File: src/rtl/sar_sequencer.sv
module sar_sequencer #(
  parameter int NBITS    = 12,
  parameter int CAP_BITS = 9,
  parameter int DIS_CYC  = 8,
  parameter int TRK_CYC  = 32
) (
  input  logic                      clk,
  input  logic                      rst_n,
  input  logic                      start,
  input  logic                      comp,
  output logic                      sw_dis,
  output logic                      sw_smp,
  output logic                      sw_in,
  output logic                      phi_act,
  output logic                      phi_stby,
  output logic [CAP_BITS-1:0]       cap_word,
  output logic [NBITS-CAP_BITS-1:0] res_tap,
  output logic [NBITS-1:0]          result,
  output logic                      done
);
  localparam int RES_BITS = NBITS - CAP_BITS;
  localparam int CMAX     = (DIS_CYC > TRK_CYC) ? DIS_CYC : TRK_CYC;
  localparam int CW       = (CMAX > 1) ? $clog2(CMAX) : 1;
  localparam int IW       = $clog2(NBITS);

  typedef enum logic [1:0] {S_IDLE, S_DIS, S_TRK, S_SAR} state_t;

  state_t           st;
  logic [CW-1:0]    cnt;
  logic [IW-1:0]    bidx;
  logic [1:0]       sub;
  logic [NBITS-1:0] code;

  always_ff @(posedge clk or negedge rst_n) begin
    if (!rst_n) begin
      st     <= S_IDLE;
      cnt    <= '0;
      bidx   <= '0;
      sub    <= '0;
      code   <= '0;
      result <= '0;
      done   <= 1'b0;
    end else begin
      done <= 1'b0;
      case (st)
        S_IDLE: if (start) begin
          st   <= S_DIS;
          cnt  <= '0;
          code <= '0;
        end
        S_DIS: if (cnt == CW'(DIS_CYC - 1)) begin
          st  <= S_TRK;
          cnt <= '0;
        end else cnt <= cnt + 1'b1;
        S_TRK: if (cnt == CW'(TRK_CYC - 1)) begin
          st   <= S_SAR;
          code <= {1'b1, {(NBITS-1){1'b0}}};
          bidx <= IW'(NBITS - 1);
          sub  <= '0;
        end else cnt <= cnt + 1'b1;
        S_SAR: begin
          sub <= sub + 1'b1;
          if (sub == 2'd1) begin
            code[bidx] <= comp;
            if (bidx == '0) begin
              result <= {code[NBITS-1:1], comp};
              done   <= 1'b1;
              st     <= S_IDLE;
            end else begin
              code[bidx - 1'b1] <= 1'b1;
              bidx <= bidx - 1'b1;
            end
          end
        end
        default: st <= S_IDLE;
      endcase
    end
  end

  assign sw_dis   = (st == S_DIS);
  assign sw_smp   = (st == S_TRK);
  assign sw_in    = (st == S_TRK);
  assign phi_act  = (st == S_SAR) && (sub == 2'd1);
  assign phi_stby = (st == S_SAR) && (sub == 2'd3);
  assign cap_word = code[NBITS-1:RES_BITS];
  assign res_tap  = code[RES_BITS-1:0];
endmodule

File: config.mk
export PLATFORM = sky130hd
export DESIGN_NAME = sar_sequencer
export DESIGN_NICKNAME = d
export VERILOG_FILES = /design/src/rtl/sar_sequencer.sv
export SDC_FILE = /design/constraint.sdc
export NUM_CORES = 1
export LEC_CHECK = 0
export BUFFER_PORTS_ARGS = -buffer_cell sky130_fd_sc_hd__buf_4
export CAP_MARGIN = 25
export CORE_MARGIN = 3
export CORE_UTILIZATION = 45
export DETAILED_ROUTE_END_ITERATION = 10
export PLACE_DENSITY = 0.68
export SETUP_SLACK_MARGIN = 0.02
export SLEW_MARGIN = 10
export SYNTH_ARGS = -nofsm -noshare
export SYNTH_HDL_FRONTEND = slang
export SYNTH_SLANG_ARGS = --single-unit
File: constraint.sdc
create_clock -name clk -period 2.3 [get_ports clk]
set_clock_uncertainty 0.15 [all_clocks]
set_input_delay 0.46 -clock clk [delete_from_list [all_inputs] [get_ports clk]]
set_output_delay 0.46 -clock clk [all_outputs]
set_load 0.02 [all_outputs]
==> run metrics, run 1 <==
run status finished clean; number of vias after detailed routing 1,992; mean number of vias per cell 5.58; R2R depth 9; RR Endpoint code[9]$_DFFE_PN0P_; standard-cell row count 25; share of synthesized cell area in full adder, half adder and majority cells 0.0775; TritonCTS clock tree yes; Worst-Skew Late Latency just under 0.3 ns; Yosys warning total 0; most area-consuming cells after synthesis dfrtp_1, ha_1, mux2_2, o21ai_0, nand2_1; ratio of final minimum period to clock period 0.973; Worst path max stage delay between 0.5 and 0.6 ns; Initial DRC Count 220; Seq pwr share 0.287; port bufs 33; launch instance of the worst register-to-register path cnt[1]$_DFFE_PN0P_; vias in the first global route 1,901; hold path start result[9]$_DFFE_PN0P_; proportion of register bits with asynchronous set or reset after synthesis 1.00; Non-Filler Instances around 360; initial core utilization 0.472; number of gates on the worst path with buffers counted 9; reg-to-reg setup timing slack 0.06 ns; cell types with the highest counts after synthesis dfrtp_1, nand2_1, o21ai_0, a21oi_1, ha_1; register bit count reported by yosys 38; main combinational cell family by area after synthesis compound AO/OA/AOI/OAI gates; Overall Global Routing Usage 0.187; primary flip-flop cell chosen by synthesis mapping dfrtp_1; share of power burned in the clock network 0.222; die area 5910 um^2; final hold vios 0; relative max-transition margin 0.679; Inst Count DP 347; critical path class register to register; Max Buffers Root-to-Sink 2; worst-case vdd ir drop 0.727 mV; drt wl/cell 14.9 um; synthesized net count 262; number of standard cells after synthesis 244; Finished Core Util 0.605; detailed-placement wirelength estimate between 3000 and 4000 um; area share of the leading cell type in the synthesized netlist 0.421; Cell variety after synth 47; overall overflow remaining after global route 0; crit-path max FO 5; worst path required time roughly 2.4 ns; Post-Syn Area 2260 um^2; cell with the largest stage delay on the worst path or4_4; mux contribution to synthesized area 0.0781; share of synthesized area occupied by flip-flops and latches 0.421; share of final-layout standard cells stronger than drive strength 1 0.314; die span in y between 70 and 80 um; number of antenna violations at the first check in global routing 0; final total negative setup slack 0 ns; number of top-level pins 34; number of antenna-violating nets in the routed design 0; Leakage Power 1.36 nW; total CTS buffers 5; synth-to-layout area growth 28.2%; clock-pin slew of the registers on the worst-case setup and hold paths 0.08 ns; highest achievable clock rate 447 MHz; Chip Width 76.9 um; proportion of total power due to net switching 0.385; global-route wire length before repair 9030 um; total power after layout 3.19 mW; buffers plus inverters on the worst setup path 1; xor and xnor area share after synthesis 0.00388; worst setup path end code[9]$_DFFE_PN0P_; Worst Setup SP cnt[1]$_DFFE_PN0P_; pin count of the biggest net entering global routing 39; CP endpoint kind register; DRC Markers 0; kind of start point of the critical path register; Detailed Routing Iterations Pass 1 4; cell type contributing the most total cell area after synthesis dfrtp_1; number of clock sinks 38; data arrival time at the worst-slack endpoint 2.31 ns; average footprint of a synthesized cell roughly 9.3 um^2; RD Place Congestion 0.890; total number of H-tree levels 2; Final nets 307; post-CTS setup buffer count 0; internal power 1.96 mW; worst-margin pin slew about 0.48 ns; diode count 0; number of enable flip-flop cells after synthesis 0; post-synthesis compound-gate area fraction 0.190; unrepaired setup endpoints after global routing true; total routed wirelength between 5000 and 6000 um; Min Clock Period, post-route 2.24 ns; Std-Cell Core Area 4790 um^2; most numerous cell in the Yosys netlist dfrtp_1; fraction of the mapped netlist area in simple logic gates 0.176; cell area power density roughly 1100 nW/um^2; filler cell count 424; Psw 1.23 mW; total count of max-transition violations in the final report 0; critical-path cell list ha_2, and3_4, ha_4, nor2b_4, or4_4, buf_6, nor4_4, a221oi_2, o21ai_1; Worst path top cell family by delay simple AND/OR/NAND/NOR gates; relative contribution of combinational cells to total power 0.491; maximum capacitance violations 0; buffer cell driving the clock tree root clkbuf_8; final setup violation count 0; worst min-delay path category register to register
-- layer usage --
metal | routed length [um] | vias up | part of all wire | track usage
li1 | - | 968 | - | -
met1 | 2360 | 952 | 0.45 | 0.242
met2 | 2590 | 67 | 0.49 | 0.318
met3 | 303 | 5 | 0.057 | 0.0387
met5 | 0 | - | 0 | 0
met4 | 51 | 0 | 0.0096 | 0.0453
-- worst min-delay path by stage --
stage	end	slack (ns)	cells after the start
after CTS	result[0]$_DFFE_PN0P_	0.36	2
after global placement	result[10]$_DFFE_PN0P_	0.31	1
after detailed placement	result[10]$_DFFE_PN0P_	0.31	1
after floorplan	bidx[0]$_DFFE_PN0P_	0.01	0
after global routing	result[0]$_DFFE_PN0P_	0.38	2
final	result[9]$_DFFE_PN0P_	0.36	1
-- power by group through the flow --
| stage | combinational (mW) | clock (mW) | sequential, mW |
|---|---|---|---|
| floorplan | 0.899 | 0 | 1.02 |
| global placement | 1.43 | 0 | 0.923 |
| detailed placement | 1.45 | 0 | 0.931 |
| CTS | 1.52 | 0.723 | 0.916 |
| global route | 1.72 | 0.748 | 0.942 |
| finish | 1.57 | 0.709 | 0.916 |
-- state kept, by name (all words and copies together), names as in the netlist --
signal / flops
code: 12
result: 12
cnt: 5
bidx: 4
st: 2
sub: 2
done: 1
-- cell families after synthesis --
| logic type | count (synthesis) |
|---|---|
| compound gates | 70 |
| mux | 16 |
| buf+inv | 25 |
| simple gates | 80 |
| xor+xnor | 1 |
| fa+ha+maj | 14 |
| flops | 38 |
-- layout make-up --
type / instances / area [um^2] / share of cell area
repair buffers: 55 / 424 / 0.146
inverters: 8 / 30.0 / 0.0104
multi-input cells: 181 / 1260 / 0.437
flip-flops and latches: 38 / 951 / 0.328
clock buffers: 6 / 82.6 / 0.0285
well taps: 67 / 83.8 / 0.0289
clock inverters: 2 / 60.1 / 0.0207
-- through the flow --
stage          hold slack, ns  cell area, um^2  setup WS, ns
2_1_floorplan          0.0144             2280       -0.0951
3_3_place_gp            0.310             2660        0.0622
3_5_place_dp            0.307             2660       -0.0677
4_1_cts                 0.361             2830        0.0205
5_1_grt                 0.378             2900       -0.0298
6_report                0.359             2900        0.0622
-- layout by cell type (no fill, tap or decap), types with 2 or more instances in the layout --
cell	n
o21ai_0	20
buf_4	50
o22ai_1	3
nor2_1	11
nand3_1	11
or2_2	2
a221oi_2	2
dfrtp_1	38
a221o_1	2
o221ai_1	2
nor4_4	2
a21boi_0	3
o211ai_1	2
a211oi_1	2
ha_1	12
clkbuf_8	6
a21oi_1	16
nor3_1	4
nand2b_1	3
nand2_1	30
a31oi_1	2
o21ai_1	5
mux2_2	13
bufinv_16	2
inv_1	8
nor2b_1	4
mux2i_1	3
and2_1	2
nand4_1	2
buf_6	3
a21oi_2	2
-- what timing repair did --
action	in CTS	in global routing
endpoints found under the setup margin	5	10
hold buffers	1	0
cloned	1	0
gates resized for setup	5	14
hold endpoints to repair	38	0
pin swaps	1	3
Note: power is estimated with default switching activity, not from simulation.
==> run 2: changes to the inputs <==
--- a/config.mk
+++ b/config.mk
@@ -8,9 +8,9 @@
 export BUFFER_PORTS_ARGS = -buffer_cell sky130_fd_sc_hd__buf_4
 export CAP_MARGIN = 25
 export CORE_MARGIN = 3
-export CORE_UTILIZATION = 45
+export CORE_UTILIZATION = 51
 export DETAILED_ROUTE_END_ITERATION = 10
-export PLACE_DENSITY = 0.68
+export PLACE_DENSITY = 0.75
 export SETUP_SLACK_MARGIN = 0.02
 export SLEW_MARGIN = 10
 export SYNTH_ARGS = -nofsm -noshare
==> run 2 against run 1 <==
Effect of this change: register-to-register slack about the same; sequential power barely moved; worst hold slack got worse by 0.0090 ns; global-route usage rose by 2.4 points; non-clock buffer count grew 6; via count grew 1.1%; combinational power up 3%; sequential cell count stayed put; count of clock-buffer cells in the layout did not move; routed wire length decreased by 0.55%; utilization rose by 8.1 points; critical endpoint is now code[11]$_DFFE_PN0P_; largest cell class unchanged.
==> run metrics, run 2 (synthesis gave the netlist of run 1 again) <==
CP endpoint kind register; detailed-placement wirelength estimate 3610 um; mean number of vias per cell 5.82; critical path class register to register; Finished Core Util 0.686; Leakage Power roughly 1.4 nW; Std-Cell Core Area 4140 um^2; worst setup path end code[11]$_DFFE_PN0P_; top flop regs code x12, result x12, cnt x5; drt wl/cell 15.3 um; global-route wire length before repair 8630 um; worst-margin pin slew 0.469 ns; Worst Setup SP cnt[1]$_DFFE_PN0P_; cell with the largest stage delay on the worst path or4_4; number of antenna violations at the first check in global routing 0; number of vias after detailed routing just over 2,000; most prevalent standard cell on the critical path buf_6; Initial DRC Count ~160; area of combinational cells with multiple inputs 1240 um^2; Max Buffers Root-to-Sink 2; number of antenna-violating nets in the routed design 0; die area ~5300 um^2; RR Endpoint code[11]$_DFFE_PN0P_; data arrival time at the worst-slack endpoint ~2.3 ns; diode count 0; critical-path cell list ha_2, and3_4, ha_4, nor2b_4, or4_4, buf_6, buf_6, mux2i_1, o211ai_1; R2R depth 9; filler cell count approximately 350; DRC Markers 0; standard-cell row count 23; overall overflow remaining after global route 0; number of gates on the worst path with buffers counted 9; Chip Width 72.6 um; number of top-level pins 34; Min Clock Period, post-route 2.24 ns; Worst-Skew Late Latency 0.30 ns; final hold vios 0; total number of H-tree levels 2; total count of max-transition violations in the final report 0; die span in y 72.6 um; worst path required time ~2.3 ns; Worst path top cell family by delay simple AND/OR/NAND/NOR gates; reg-to-reg setup timing slack 0.06 ns; clock-pin slew of the registers on the worst-case setup and hold paths approximately 0.07 ns; commonest non-fill, non-tap cell in the layout buf_4; vias in the first global route approximately 1,800; share of final-layout standard cells stronger than drive strength 1 0.318; post-route worst hold slack 0.350 ns; buffers plus inverters on the worst setup path 2; run status finished clean; final setup violation count 0; Worst path max stage delay 0.55 ns; pin count of the biggest net entering global routing 39; kind of start point of the critical path register; total routed wirelength about 5300 um; unrepaired setup endpoints after global routing true; cell area power density about 1100 nW/um^2; final total negative setup slack 0 ns; crit-path max FO 6; buffer cell driving the clock tree root clkbuf_8; port bufs 33; RD Place Congestion 0.939; number of clock sinks 38; maximum capacitance violations 0; worst min-delay path category primary input to register; Detailed Routing Iterations Pass 1 4; register area 951 um^2; Final nets ~310; most frequent cells in the layout buf_4, dfrtp_1, nand2_1; Overall Global Routing Usage 0.211; total CTS buffers 5; synth-to-layout area growth 25.9%; initial core utilization 0.545; worst-case vdd ir drop roughly 0.73 mV; launch instance of the worst register-to-register path cnt[1]$_DFFE_PN0P_; ratio of final minimum period to clock period 0.975; relative max-transition margin 0.687; highest achievable clock rate about 450 MHz; TritonCTS clock tree yes
==> run 2: changes by cell type in the layout (fill, tap and decap cells not counted), moves of 2 or more <==
cell | previous run | this run
nor4_2 | 1 | 3
bufinv_16 | 2 | 0
a21oi_1 | 16 | 18
buf_4 | 50 | 56
nor4_4 | 2 | 0
o21ai_0 | 20 | 23
o21ai_1 | 5 | 3
a21oi_2 | 2 | 0
==> run 2: worst min-delay path by stage <==
stage               startpoint               endpoint  slack, ns  cells after the start
finish                    comp   code[10]$_DFFE_PN0P_       0.35                      3
global route              comp  result[0]$_DFFE_PN0P_       0.36                      2
CTS                       comp   code[10]$_DFFE_PN0P_       0.35                      3
detailed placement       rst_n  result[8]$_DFFE_PN0P_       0.30                      1
global placement         rst_n  result[8]$_DFFE_PN0P_       0.31                      1
floorplan                rst_n    bidx[0]$_DFFE_PN0P_       0.01                      0
==> run 2: worst min-delay path: cells and delay by family <==
family | cells | cell delay (ns)
AND/OR/NAND/NOR | 2 | 0.14
buffers and inverters | 1 | 0.16
==> run 2: power by group <==
part	leakage (nW)	internal [mW]	switching (mW)
Sequential	0.510	0.809	0.106
Combinational	0.807	0.739	0.874
Clock	0.0472	0.241	0.251
==> run 2: timing repair <==
action	in CTS	in global routing
hold endpoints to repair	38	0
hold buffers	1	0
resized for setup	5	6
setup endpoints to repair	4	10
setup buffers	2	2
cloned	1	0
pin swaps	2	2
==> run 2: metal layers <==
layer	track usage	vias up	wire length, um
met2	0.354	64	2600
met3	0.0568	8	274
met1	0.260	960	2330
li1	-	982	-
met4	0.0779	0	72
met5	0	-	0
==> run 2: area by class of cell <==
cell class | count | area share
flip-flops and latches | 38 | 0.334
clock buffers | 6 | 0.0290
well taps | 50 | 0.0220
multi-input cells | 181 | 0.435
inverters | 8 | 0.0106
repair buffers | 61 | 0.165
clock inverters | 2 | 0.00440
==> run 2: metrics by stage <==
stage / total power, mW / cell area [um^2] / worst slack, ns / cells
detailed placement: 2.39 / 2660 / -0.0362 / 332
finish: 3.02 / 2840 / 0.0584 / 346
global placement: 2.36 / 2660 / 0.0401 / 332
global route: 3.23 / 2840 / -0.0230 / 346
CTS: 2.98 / 2800 / 0.0292 / 344
floorplan: 1.92 / 2280 / -0.0951 / 244
==> run 3: changes to the inputs <==
==> constraint.sdc (replaced) <==
create_clock -name clk -period 2.05 [get_ports clk]
set_clock_uncertainty 0.15 [all_clocks]
set_input_delay 0.41 -clock clk [delete_from_list [all_inputs] [get_ports clk]]
set_output_delay 0.41 -clock clk [all_outputs]
set_load 0.02 [all_outputs]
==> run 3 against run 2 <==
Effect of this change: cell area grew 13%; highest routed layer unchanged; largest cell class unchanged; register-to-register slack lost 0.30 ns; critical path depth down 1; worst hold slack worse by 0.037 ns; the run now ends with negative setup slack left; largest power group unchanged.
==> run metrics, run 3 (synthesis gave the netlist of run 1 again) <==
run status complete, but fails checks; violated checks negative setup slack; Initial DRC Count 176; maximum capacitance violations 0; initial core utilization 0.545; worst path required time slightly above 2 ns; mean number of vias per cell 5.91; Detailed Routing Iterations Pass 1 5; share of power burned in the clock network 0.122; Std-Cell Core Area 4140 um^2; Leakage Power 1.52 nW; pin count of the biggest net entering global routing 39; RR Endpoint code[1]$_DFFE_PN0P_; TritonCTS clock tree yes; final setup violation count 14; number of antenna violations at the first check in global routing 0; total number of H-tree levels 2; Overall Global Routing Usage 0.235; internal power ~2.4 mW; overall overflow remaining after global route 0; unrepaired setup endpoints after global routing true; relative max-transition margin 0.670; worst-case setup slack after placement -0.333 ns; die area 5270 um^2; port bufs 33; Final nets 333; clock-pin slew of the registers on the worst-case setup and hold paths 0.08 ns; number of top-level pins 34; global-route wire length before repair 9750 um; final worst-path setup slack -0.240 ns; most frequent cells in the layout buf_4, dfrtp_1, nand2_1; crit-path max FO 5; drt wl/cell 17.5 um; Max Buffers Root-to-Sink 2; Min Clock Period, post-route about 2.3 ns; kind of start point of the critical path register; final total negative setup slack -1.75 ns; Chip Width 72.6 um; routing usage on met3 0.0374; RD Place Congestion roughly 0.88; proportion of total power due to net switching 0.401; final hold vios 0; post-route cell area 3200 um^2; placed cell area 2740 um^2; synth-to-layout area growth 41.7%; detailed-placement wirelength estimate 3770 um; worst min-delay path category primary input to register; reg-to-reg setup timing slack -0.24 ns; relative contribution of combinational cells to total power 0.629; total count of max-transition violations in the final report 0; top flop regs code x12, result x12, cnt x5; Worst-Skew Late Latency 0.29 ns; cell area power density 1270 nW/um^2; CP endpoint kind register; worst-margin pin slew 0.495 ns; number of antenna-violating nets in the routed design 0; total CTS buffers 5; vias in the first global route 2,001; critical path class register to register; Psw roughly 1.6 mW; buffer cell driving the clock tree root clkbuf_8; standard-cell row count 23; share of final-layout standard cells stronger than drive strength 1 0.419; data arrival time at the worst-slack endpoint 2.31 ns; worst-case vdd ir drop 0.995 mV; diode count 0; launch instance of the worst register-to-register path cnt[1]$_DFFE_PN0P_; number of clock sinks 38; DRC Markers 0; most heavily used metal layer in global routing met2; met2 routing resource usage after global routing 0.397; Finished Core Util 0.773; commonest non-fill, non-tap cell in the layout buf_4; ratio of final minimum period to clock period 1.12; highest achievable clock rate about 440 MHz; die span in y about 73 um; number of vias after detailed routing 2,158; worst setup path end code[1]$_DFFE_PN0P_; met1 Resource Use GR 0.304; R2R depth 8; Worst Setup SP cnt[1]$_DFFE_PN0P_; Seq pwr share 0.249; total routed wirelength around 6400 um
run 3: worst min path at each step:
stage / cells after the start / slack (ns) / end / startpoint
after floorplan: 0 / -0.04 / bidx[0]$_DFFE_PN0P_ / rst_n
after global placement: 1 / 0.26 / code[6]$_DFFE_PN0P_ / rst_n
after detailed placement: 1 / 0.26 / code[6]$_DFFE_PN0P_ / rst_n
after CTS: 3 / 0.32 / code[10]$_DFFE_PN0P_ / comp
after global routing: 2 / 0.33 / result[0]$_DFFE_PN0P_ / comp
final: 3 / 0.31 / code[10]$_DFFE_PN0P_ / comp
run 3: final cells by class:
class,instances,area [um^2]
Multi-Input combinational cell,181,1370
Sequential cell,38,951
Fill cell,250,941
Timing Repair Buffer,81,714
Clock buffer,5,68.8
Tap cell,50,62.6
Inverter,8,30.0
Clock inverter,2,10.0
run 3: worst max-delay path: stages (launching register included):
cell      delay (ns)
dfrtp_1         0.36
ha_2            0.19
and3_4          0.18
ha_4            0.15
nor2b_4         0.04
or4_4           0.54
buf_6           0.17
a221oi_2        0.27
o21ai_1         0.11
run 3: power by group through the flow:
stage	clock (mW)	sequential (mW)	combinational (mW)
5_1_grt	0.544	1.04	2.74
3_5_place_dp	0	1.03	1.79
3_3_place_gp	0	1.02	1.75
2_1_floorplan	0	1.14	1.02
4_1_cts	0.510	1.02	2.18
6_report	0.496	1.02	2.57
run 3: what timing repair did:
action                     4_1_cts  5_1_grt
pin swaps                        8        9
setup buffers                    2       13
hold endpoints to repair        38        0
cloned                           2        0
hold buffers                     1        0
resized for setup               28       28
setup endpoints to repair       16       22
run 3: through the flow:
step                      instances  total power, mW  hold WS [ns]
final                           365             4.08         0.313
after global routing            365             4.32         0.331
after CTS                       352             3.71         0.320
after detailed placement        340             2.82         0.261
after global placement          340             2.77         0.256
after floorplan                 244             2.17       -0.0356
run 3: metal layers:
metal | routed length [um] | vias up
li1 | - | 1017
met1 | 2600 | 1015
met2 | 3170 | 102
met3 | 431 | 24
met4 | 188 | 0
met5 | 0 | -
